`src/rtl/tw3_spi_pkg.sv`:
```
package tw3_spi_pkg;
   localparam int BYTE_W       = 8;
   localparam int MAX_TX_BYTES = 4;
   localparam int BIDX_W       = $clog2(MAX_TX_BYTES);
   localparam int TXC_W        = $clog2(MAX_TX_BYTES + 1);
   localparam int BIT_W        = $clog2(BYTE_W);

   typedef enum logic [1:0] {
      OP_WRITE  = 2'd0,
      OP_READ   = 2'd1,
      OP_RTS    = 2'd2,
      OP_BITMOD = 2'd3
   } tw3_op_e;

   typedef enum logic [1:0] {
      ST_IDLE,
      ST_LOW,
      ST_HIGH,
      ST_TAIL
   } tw3_state_e;

   typedef struct packed {
      tw3_op_e             op;
      logic [BYTE_W-1:0]   addr;
      logic [BYTE_W-1:0]   wdata;
      logic [BYTE_W-1:0]   mask;
   } tw3_cmd_t;

   function automatic logic [TXC_W-1:0] tx_count(tw3_op_e op);
      case (op)
         OP_WRITE:  return TXC_W'(3);
         OP_READ:   return TXC_W'(2);
         OP_RTS:    return TXC_W'(1);
         default:   return TXC_W'(4);
      endcase
   endfunction
endpackage

```
`src/rtl/tw3_phase_timer.sv`:
```
module tw3_phase_timer #(
   parameter int CNT_W = 4
) (
   input  logic             clk,
   input  logic             rst_n,
   input  logic             load,
   input  logic [CNT_W-1:0] load_val,
   output logic             expired
);
   logic [CNT_W-1:0] cnt_q;

   always_ff @(posedge clk or negedge rst_n) begin
      if (!rst_n)              cnt_q <= '0;
      else if (load)           cnt_q <= load_val;
      else if (cnt_q != '0)    cnt_q <= cnt_q - 1'b1;
   end

   assign expired = (cnt_q == '0);
endmodule

```
`src/rtl/tw3_shifter.sv`:
```
module tw3_shifter #(
   parameter int W = 8
) (
   input  logic         clk,
   input  logic         rst_n,
   input  logic         load,
   input  logic [W-1:0] load_val,
   input  logic         shift_out,
   input  logic         shift_in,
   input  logic         sin,
   output logic [W-1:0] q
);
   always_ff @(posedge clk or negedge rst_n) begin
      if (!rst_n)          q <= '0;
      else if (load)       q <= load_val;
      else if (shift_in)   q <= {q[W-2:0], sin};
      else if (shift_out)  q <= {q[W-2:0], 1'b0};
   end
endmodule

```
`src/rtl/tw3_in_sync.sv`:
```
module tw3_in_sync #(
   parameter int STAGES = 2
) (
   input  logic clk,
   input  logic rst_n,
   input  logic din,
   output logic dout
);
   if (STAGES == 0) begin : g_direct
      assign dout = din;
   end else begin : g_flops
      logic [STAGES-1:0] sync_q;
      always_ff @(posedge clk or negedge rst_n) begin
         if (!rst_n) sync_q <= '0;
         else        sync_q <= {sync_q[STAGES-2 >= 0 ? STAGES-2 : 0 : 0], din} & {STAGES{1'b1}};
      end
      assign dout = sync_q[STAGES-1];
   end
endmodule

```
`src/rtl/tw3_frame_builder.sv`:
```
module tw3_frame_builder
   import tw3_spi_pkg::*;
#(
   parameter logic [BYTE_W-1:0] OPC_WRITE    = 8'h02,
   parameter logic [BYTE_W-1:0] OPC_READ     = 8'h03,
   parameter logic [BYTE_W-1:0] OPC_BITMOD   = 8'h05,
   parameter logic [BYTE_W-1:0] OPC_RTS_BASE = 8'h80,
   parameter int                RTS_SEL_W    = 3
) (
   input  logic              clk,
   input  logic              rst_n,
   input  logic              capture,
   input  tw3_cmd_t          cmd_in,
   input  logic [BIDX_W-1:0] byte_idx,
   output logic [BYTE_W-1:0] first_byte,
   output logic [BYTE_W-1:0] next_byte,
   output logic [TXC_W-1:0]  tx_bytes,
   output logic              is_read
);
   tw3_cmd_t          cmd_q;
   logic [BYTE_W-1:0] rts_in, rts_q;

   always_ff @(posedge clk or negedge rst_n) begin
      if (!rst_n)       cmd_q <= '0;
      else if (capture) cmd_q <= cmd_in;
   end

   if (RTS_SEL_W == 0) begin : g_rts_fixed
      assign rts_in = OPC_RTS_BASE;
      assign rts_q  = OPC_RTS_BASE;
   end else begin : g_rts_sel
      assign rts_in = OPC_RTS_BASE | BYTE_W'(cmd_in.wdata[RTS_SEL_W-1:0]);
      assign rts_q  = OPC_RTS_BASE | BYTE_W'(cmd_q.wdata[RTS_SEL_W-1:0]);
   end

   function automatic logic [BYTE_W-1:0] pick(tw3_cmd_t c, logic [BIDX_W-1:0] idx,
                                              logic [BYTE_W-1:0] rts_b);
      logic [BYTE_W-1:0] r;
      case (c.op)
         OP_WRITE:  r = (idx == 0) ? OPC_WRITE : (idx == 1) ? c.addr : c.wdata;
         OP_READ:   r = (idx == 0) ? OPC_READ : c.addr;
         OP_RTS:    r = rts_b;
         default: begin
            case (idx)
               2'd0:    r = OPC_BITMOD;
               2'd1:    r = c.addr;
               2'd2:    r = c.mask;
               default: r = c.wdata;
            endcase
         end
      endcase
      return r;
   endfunction

   assign first_byte = pick(cmd_in, '0, rts_in);
   assign next_byte  = pick(cmd_q, byte_idx + 1'b1, rts_q);
   assign tx_bytes   = tx_count(cmd_q.op);
   assign is_read    = (cmd_q.op == OP_READ);
endmodule

```
`src/rtl/tw3_sequencer.sv`:
```
module tw3_sequencer
   import tw3_spi_pkg::*;
#(
   parameter int LOW_CYC   = 10,
   parameter int HIGH0_CYC = 10,
   parameter int HIGH1_CYC = 12,
   parameter int CNT_W     = 5
) (
   input  logic              clk,
   input  logic              rst_n,
   input  logic              cmd_valid,
   input  logic              tmr_expired,
   input  logic              din,
   input  logic [BYTE_W-1:0] sh_q,
   input  logic [BYTE_W-1:0] first_byte,
   input  logic [BYTE_W-1:0] next_byte,
   input  logic [TXC_W-1:0]  tx_bytes,
   input  logic              is_read,
   output logic              capture,
   output logic              tmr_load,
   output logic [CNT_W-1:0]  tmr_val,
   output logic              sh_load,
   output logic [BYTE_W-1:0] sh_val,
   output logic              sh_shift_out,
   output logic              sh_shift_in,
   output logic [BIDX_W-1:0] byte_idx,
   output logic              cs_n,
   output logic              sck,
   output logic              oe,
   output logic              rx_active,
   output logic              done,
   output logic              busy,
   output logic [BYTE_W-1:0] rd_data
);
   localparam logic [BIT_W-1:0] BIT_LAST = BIT_W'(BYTE_W - 1);

   tw3_state_e        st_q, st_n;
   logic              cs_q, cs_n_n, sck_q, sck_n, oe_q, oe_n, rx_q, rx_n, done_q, done_n;
   logic [BIT_W-1:0]  bit_q, bit_n;
   logic [BIDX_W-1:0] bidx_q, bidx_n;
   logic [BYTE_W-1:0] rd_q, rd_n;
   logic              hb;

   always_comb begin
      st_n = st_q;  cs_n_n = cs_q;  sck_n = sck_q;  oe_n = oe_q;  rx_n = rx_q;
      bit_n = bit_q;  bidx_n = bidx_q;  rd_n = rd_q;  done_n = 1'b0;  hb = 1'b0;
      capture = 1'b0;  tmr_load = 1'b0;  tmr_val = CNT_W'(LOW_CYC - 1);
      sh_load = 1'b0;  sh_val = first_byte;  sh_shift_out = 1'b0;  sh_shift_in = 1'b0;
      case (st_q)
         ST_IDLE: if (cmd_valid) begin
            capture = 1'b1;  sh_load = 1'b1;  tmr_load = 1'b1;
            cs_n_n = 1'b0;  bit_n = BIT_LAST;  bidx_n = '0;  rx_n = 1'b0;
            st_n = ST_LOW;
         end
         ST_LOW: if (tmr_expired) begin
            sck_n = 1'b1;  st_n = ST_HIGH;  tmr_load = 1'b1;
            if (rx_q) begin
               sh_shift_in = 1'b1;
               hb = din;
            end else begin
               hb = sh_q[BYTE_W-1];
            end
            tmr_val = hb ? CNT_W'(HIGH1_CYC - 1) : CNT_W'(HIGH0_CYC - 1);
         end
         ST_HIGH: if (tmr_expired) begin
            sck_n = 1'b0;  tmr_load = 1'b1;  st_n = ST_LOW;
            if (bit_q != '0) begin
               bit_n = bit_q - 1'b1;
               sh_shift_out = !rx_q;
            end else if (!rx_q && (({1'b0, bidx_q} + 1'b1) < tx_bytes)) begin
               bidx_n = bidx_q + 1'b1;
               sh_load = 1'b1;  sh_val = next_byte;  bit_n = BIT_LAST;
            end else if (!rx_q && is_read) begin
               rx_n = 1'b1;  oe_n = 1'b0;  bit_n = BIT_LAST;
            end else begin
               st_n = ST_TAIL;
            end
         end
         ST_TAIL: if (tmr_expired) begin
            cs_n_n = 1'b1;  oe_n = 1'b1;  done_n = 1'b1;  st_n = ST_IDLE;
            if (rx_q) rd_n = sh_q;
            rx_n = 1'b0;
         end
         default: st_n = ST_IDLE;
      endcase
   end

   always_ff @(posedge clk or negedge rst_n) begin
      if (!rst_n) begin
         st_q <= ST_IDLE;  cs_q <= 1'b1;  sck_q <= 1'b0;  oe_q <= 1'b1;  rx_q <= 1'b0;
         bit_q <= '0;  bidx_q <= '0;  rd_q <= '0;  done_q <= 1'b0;
      end else begin
         st_q <= st_n;  cs_q <= cs_n_n;  sck_q <= sck_n;  oe_q <= oe_n;  rx_q <= rx_n;
         bit_q <= bit_n;  bidx_q <= bidx_n;  rd_q <= rd_n;  done_q <= done_n;
      end
   end

   assign byte_idx  = bidx_q;
   assign cs_n      = cs_q;
   assign sck       = sck_q;
   assign oe        = oe_q;
   assign rx_active = rx_q;
   assign done      = done_q;
   assign busy      = (st_q != ST_IDLE);
   assign rd_data   = rd_q;
endmodule

```
`src/rtl/tw3_spi_master.sv`:
```
module tw3_spi_master
   import tw3_spi_pkg::*;
#(
   parameter int                UNIT_CYCLES    = 2,
   parameter int                LOW_UNITS      = 5,
   parameter int                HIGH0_UNITS    = 5,
   parameter int                HIGH1_UNITS    = 6,
   parameter int                IN_SYNC_STAGES = 2,
   parameter int                RTS_SEL_W      = 3,
   parameter logic [7:0]        OPC_WRITE      = 8'h02,
   parameter logic [7:0]        OPC_READ       = 8'h03,
   parameter logic [7:0]        OPC_BITMOD     = 8'h05,
   parameter logic [7:0]        OPC_RTS_BASE   = 8'h80
) (
   input  logic       clk,
   input  logic       rst_n,
   input  logic       cmd_valid,
   input  logic [1:0] cmd_op,
   input  logic [7:0] cmd_addr,
   input  logic [7:0] cmd_wdata,
   input  logic [7:0] cmd_mask,
   output logic       busy,
   output logic       done,
   output logic [7:0] rd_data,
   output logic       spi_cs_n,
   output logic       spi_sck,
   output logic       spi_sdio_out,
   output logic       spi_sdio_oe,
   input  logic       spi_sdio_in
);
   localparam int LOW_CYC   = LOW_UNITS   * UNIT_CYCLES;
   localparam int HIGH0_CYC = HIGH0_UNITS * UNIT_CYCLES;
   localparam int HIGH1_CYC = HIGH1_UNITS * UNIT_CYCLES;
   localparam int MAX_CYC   = (LOW_CYC > HIGH1_CYC) ? LOW_CYC : HIGH1_CYC;
   localparam int CNT_W     = $clog2(MAX_CYC) + 1;

   if (UNIT_CYCLES < 1 || LOW_UNITS < 1 || HIGH0_UNITS < 1) begin : g_bad_timing
      $error("tw3_spi_master: phase lengths must be at least one unit");
   end
   if (HIGH1_UNITS < HIGH0_UNITS) begin : g_bad_high
      $error("tw3_spi_master: high phase for a one must not be shorter than for a zero");
   end
   if (LOW_CYC <= IN_SYNC_STAGES) begin : g_bad_sync
      $error("tw3_spi_master: synchroniser delay must fit inside the low phase");
   end
   if (RTS_SEL_W < 0 || RTS_SEL_W > BYTE_W - 1) begin : g_bad_sel
      $error("tw3_spi_master: transmit-request selector width out of range");
   end

   tw3_cmd_t          cmd_in;
   logic              capture, tmr_load, tmr_expired, sh_load, sh_shift_out, sh_shift_in;
   logic              din, is_read, oe, rx_active;
   logic [CNT_W-1:0]  tmr_val;
   logic [BYTE_W-1:0] sh_val, sh_q, first_byte, next_byte;
   logic [TXC_W-1:0]  tx_bytes;
   logic [BIDX_W-1:0] byte_idx;

   assign cmd_in = '{op: tw3_op_e'(cmd_op), addr: cmd_addr, wdata: cmd_wdata, mask: cmd_mask};

   tw3_in_sync #(.STAGES(IN_SYNC_STAGES)) u_sync (
      .clk(clk), .rst_n(rst_n), .din(spi_sdio_in), .dout(din));

   tw3_phase_timer #(.CNT_W(CNT_W)) u_timer (
      .clk(clk), .rst_n(rst_n), .load(tmr_load), .load_val(tmr_val), .expired(tmr_expired));

   tw3_shifter #(.W(BYTE_W)) u_shift (
      .clk(clk), .rst_n(rst_n), .load(sh_load), .load_val(sh_val),
      .shift_out(sh_shift_out), .shift_in(sh_shift_in), .sin(din), .q(sh_q));

   tw3_frame_builder #(
      .OPC_WRITE(OPC_WRITE), .OPC_READ(OPC_READ), .OPC_BITMOD(OPC_BITMOD),
      .OPC_RTS_BASE(OPC_RTS_BASE), .RTS_SEL_W(RTS_SEL_W)
   ) u_build (
      .clk(clk), .rst_n(rst_n), .capture(capture), .cmd_in(cmd_in), .byte_idx(byte_idx),
      .first_byte(first_byte), .next_byte(next_byte), .tx_bytes(tx_bytes), .is_read(is_read));

   tw3_sequencer #(
      .LOW_CYC(LOW_CYC), .HIGH0_CYC(HIGH0_CYC), .HIGH1_CYC(HIGH1_CYC), .CNT_W(CNT_W)
   ) u_seq (
      .clk(clk), .rst_n(rst_n), .cmd_valid(cmd_valid), .tmr_expired(tmr_expired), .din(din),
      .sh_q(sh_q), .first_byte(first_byte), .next_byte(next_byte), .tx_bytes(tx_bytes),
      .is_read(is_read), .capture(capture), .tmr_load(tmr_load), .tmr_val(tmr_val),
      .sh_load(sh_load), .sh_val(sh_val), .sh_shift_out(sh_shift_out),
      .sh_shift_in(sh_shift_in), .byte_idx(byte_idx), .cs_n(spi_cs_n), .sck(spi_sck),
      .oe(oe), .rx_active(rx_active), .done(done), .busy(busy), .rd_data(rd_data));

   assign spi_sdio_oe  = oe;
   assign spi_sdio_out = sh_q[BYTE_W-1] & oe & ~spi_cs_n & ~rx_active;
endmodule

```
`config.mk`:
```
export PLATFORM = sky130hd
export DESIGN_NAME = tw3_spi_master
export DESIGN_NICKNAME = d
export VERILOG_FILES = /design/src/rtl/tw3_spi_pkg.sv /design/src/rtl/tw3_phase_timer.sv /design/src/rtl/tw3_shifter.sv /design/src/rtl/tw3_in_sync.sv /design/src/rtl/tw3_frame_builder.sv /design/src/rtl/tw3_sequencer.sv /design/src/rtl/tw3_spi_master.sv
export SDC_FILE = /design/constraint.sdc
export NUM_CORES = 1
export LEC_CHECK = 0
export ABC_CLOCK_PERIOD_IN_PS = 3430
export BUFFER_PORTS_ARGS = -buffer_cell sky130_fd_sc_hd__buf_2
export CORE_AREA = 2 2 96 70
export DETAILED_ROUTE_END_ITERATION = 8
export DIE_AREA = 0 0 98 72
export GPL_TIMING_DRIVEN = 0
export PLACE_DENSITY = 0.83
export SLEW_MARGIN = 20
export SYNTH_ARGS = -nofsm -noshare
export SYNTH_HDL_FRONTEND = slang
export SYNTH_SLANG_ARGS = --single-unit
```
`constraint.sdc`:
```
create_clock -name clk -period 3.43 [get_ports clk]
set_input_delay 0.5145 -clock clk [delete_from_list [all_inputs] [get_ports clk]]
set_output_delay 0.5145 -clock clk [all_outputs]
set_load 0.02 [all_outputs]
```
==> metrics.md <==
| Metric | Value |
|---|---|
| Antenna violation net count after detailed routing | 0 |
| Maximum number of buffers from clock root to sink | 2 |
| Core occupancy in the finished layout | 0.625 |
| Number of antenna violations at the first check in global routing | 0 |
| Slew at the pin closest to its max-slew limit | around 0.76 ns |
| Mapped Nets | approximately 400 |
| Unrepaired setup endpoints after global routing | no |
| Number of diodes added for antenna fixing | 0 |
| Placed wire-length estimate after detailed placement | ~5400 um |
| CTS tree | yes |
| Leakage dissipation | about 1.9 nW |
| R2R Path Start | u_build.cmd_q[24] |
| Sequential-to-total area share from yosys stat | 0.467 |
| Input/output buffers | between 40 and 50 |
| Commonest cells after routing, fill and taps aside | 87 x nand2_1, 59 x dfrtp_1, 43 x buf_2 |
| Nature of the critical path endpoint | flip-flop |
| Cell count of the worst reg-to-reg path | 8 |
| Yosys warnings | 0 |
| Vias per Instance | 5.85 |
| Top flip-flop cell by instance count after synthesis | dfrtp_1 |
| Average routed wire per standard cell | 15.7 um |
| CTS Root Buffer Type | clkbuf_8 |
| Maximum clock skew at final layout | roughly 0.011 ns |
| Mapped Cells | around 360 |
| CP required | approximately 3.7 ns |
| Number of different library cells in the post-synthesis netlist | 48 |
| Die area | 7060 um^2 |
| # hold bufs at CTS | 0 |
| Final Critical Period | between 3 and 4 ns |
| Detailed-route DRC error count | 0 |
| First-pass GRT wire length | around 13000 um |
| Total track usage | 0.234 |
| Synthesized area divided by synthesized cell count | approximately 9 um^2 |
| TritonCTS sink count | 61 |
| Clock slew at the register clock pins of the worst setup and hold paths | ~0.07 ns |
| Maximum cell stage delay along the critical path | between 0.6 and 0.7 ns |
| Pwr per Cell Area | approximately 390 nW/um^2 |
| Total count of hold-check failures in the final report | 0 |
| Fraction of registers with async set/reset | 1.00 |
| Initial DRC count | about 270 |
| Rows | 24 |
| Peak supply drop | about 240 uV |
| Number of setup violations in the final report | 0 |
| Total power | between 1 and 1.5 mW |
| Most common cell after layout, fill and taps aside | nand2_1 |
| Clock buffer count from CTS | 9 |
| Max-slew violation count | 0 |
| Setup_tns | 0 ns |
| Worst-case register-to-register setup slack | approximately 0.38 ns |
| Number of synthesized register bits | between 60 and 70 |
| Crit start category | flip-flop |
| Setup fix buffers added after clock tree synthesis | 0 |
| Nets | 458 |
| Post-route worst setup slack | ~0.38 ns |
| Vias | 2904 |
| Total Wirelength | around 7800 um |
| Highest net fanout along the worst path | 10 |
| Critical Path AT | around 3.3 ns |
| Worst Setup Slack post-DPL | roughly 0.48 ns |
| Cell area after technology mapping | 3270 um^2 |
| Number of gates given a new drive strength after cts | 0 |
| Signed area change from the synthesized netlist to the final layout | 16.5% |
| Starting density of the core | 0.537 |
| CORE AREA | between 6000 and 7000 um^2 |
| Clock H-tree levels | 3 |
| Number of iterations in the first detailed-routing pass | 5 |
| Die width | slightly below 100 um |
| Number of flops mapped to enable cells by yosys | 0 |
| Critical Path, Cell by Cell | clkbuf_1 -> nand2_1 -> ha_1 -> a211o_1 -> a31oi_2 -> nand3_2 -> or4_1 -> o31ai_1 |
| Fmax | approximately 0.33 GHz |
| Kind of path behind the tightest hold check | input port to async pin |
| Worst skew pair latency | about 0.35 ns |
| Reg2Reg Capture Point | u_shift.q[1] |
| Maximum number of pins on one net before global-route repair | 62 |
| Max-cap viol count | 0 |
| Vias in the first global route | 2668 |
| Worst slew margin relative to its limit | 0.490 |
| Total gr overflow | 0 |
| Vertical extent of the die | between 70 and 80 um |
| Critical path start-end classification | flip-flop to flip-flop |
| Ratio of cells with drive above 1 in the final layout | 0.184 |
| Kind of cell adding the most delay to the critical path | simple AND/OR/NAND/NOR gates |
| CP bufs+invs | 1 |
| I/O pin cnt | between 40 and 50 |
| Final worst path period share | 0.889 |
| Outcome | complete, no violations |
| GP Congestion | between 0.8 and 0.9 |
| Layout filler cell count | 530 |
| Library cell contributing the largest single delay on the critical path | or4_1 |
## logic make-up (layout without fill, tap and decap cells)
group | after synthesis | in the layout | synth area share
AOI/OAI and AO/OA | 87 | 87 | 0.176
xor gates and xnor gates | 1 | 1 | 0.00268
adders and majority gates | 15 | 15 | 0.0574
buffers and inverters | 34 | 93 | 0.0394
DFF | 61 | 61 | 0.467
muxes | 19 | 19 | 0.0620
and+or+nand+nor | 142 | 142 | 0.195
## final cells by class
class / count / area (um^2) / area share
repair buffers: 43 / 218 / 0.0571
plain buffers: 20 / 76.3 / 0.0200
inverters: 14 / 52.6 / 0.0138
multi-input cells: 264 / 1610 / 0.424
clock inverters: 6 / 86.3 / 0.0227
well taps: 78 / 97.6 / 0.0256
flip-flops and latches: 61 / 1530 / 0.401
clock buffers: 10 / 138 / 0.0361
## routing by layer
layer	GRT usage	vias to the layer above	share of wire
met2	0.340	139	0.43
met3	0.0819	29	0.084
li1	-	1365	-
met1	0.318	1371	0.46
met4	0.110	0	0.026
met5	0	-	0
## stage by stage
stage               instance area, um^2  instances  hold WS, ns
floorplan                          3270        359        0.219
global placement                   3580        480        0.336
detailed placement                 3590        480        0.338
CTS                                3810        496        0.262
global route                       3810        496        0.265
finish                             3810        496        0.239
## sequential cells by signal, summed over array words and instances, names as in the netlist, 2 cells and up
signal                 count
u_shift.q                  8
u_build.cmd_q             26
u_timer.cnt_q              5
u_seq.byte_idx             2
u_sync.g_flops.sync_q      2
u_seq.bit_q                3
u_seq.rd_data              8
u_seq.st_q                 2
## where the power goes
group	switching [mW]	total [mW]	leakage [nW]	internal, mW
Combinational	0.0211	0.0339	1.03	0.0129
Sequential	0.000771	0.721	0.763	0.720
Clock	0.291	0.718	0.112	0.427
## cells in the mapped netlist, drive strengths merged, types with 3 or more instances
master,number,share of area
nand2,87,0.10
nor2b,6,0.011
nor2,21,0.026
clkbuf,17,0.020
dfrtp,59,0.45
ha,15,0.057
o22ai,5,0.0096
nand2b,5,0.0096
o21ai,19,0.029
nor3,7,0.011
mux2i,9,0.028
o31ai,6,0.014
a22oi,6,0.014
a21o,3,0.0069
mux2,10,0.034
buf,3,0.0038
a221oi,3,0.0080
a21oi,23,0.035
nand3,3,0.0061
o311a,3,0.0092
o32a,3,0.0092
a31oi,3,0.0076
inv,14,0.016
## worst register-to-register path, delay by kind of cell, from the launching register on
kind | cells | cell delay, ns
buf+inv | 1 | 0.34
compound gates | 3 | 0.70
flops | 1 | 0.40
fa+ha+maj | 1 | 0.40
simple gates | 3 | 1.11
## worst max path at each step
stage	from	cells past startpoint	slack, ns	to
5_1_grt	u_build.cmd_q[24]	8	0.24	u_shift.q[1]
3_5_place_dp	u_build.cmd_q[24]	8	0.48	u_shift.q[1]
6_report	u_build.cmd_q[24]	8	0.38	u_shift.q[1]
3_3_place_gp	u_build.cmd_q[24]	8	0.53	u_shift.q[1]
2_1_floorplan	u_build.cmd_q[24]	8	0.96	u_shift.q[1]
4_1_cts	u_build.cmd_q[24]	8	0.47	u_shift.q[1]
(Power assumes the default switching activity.)
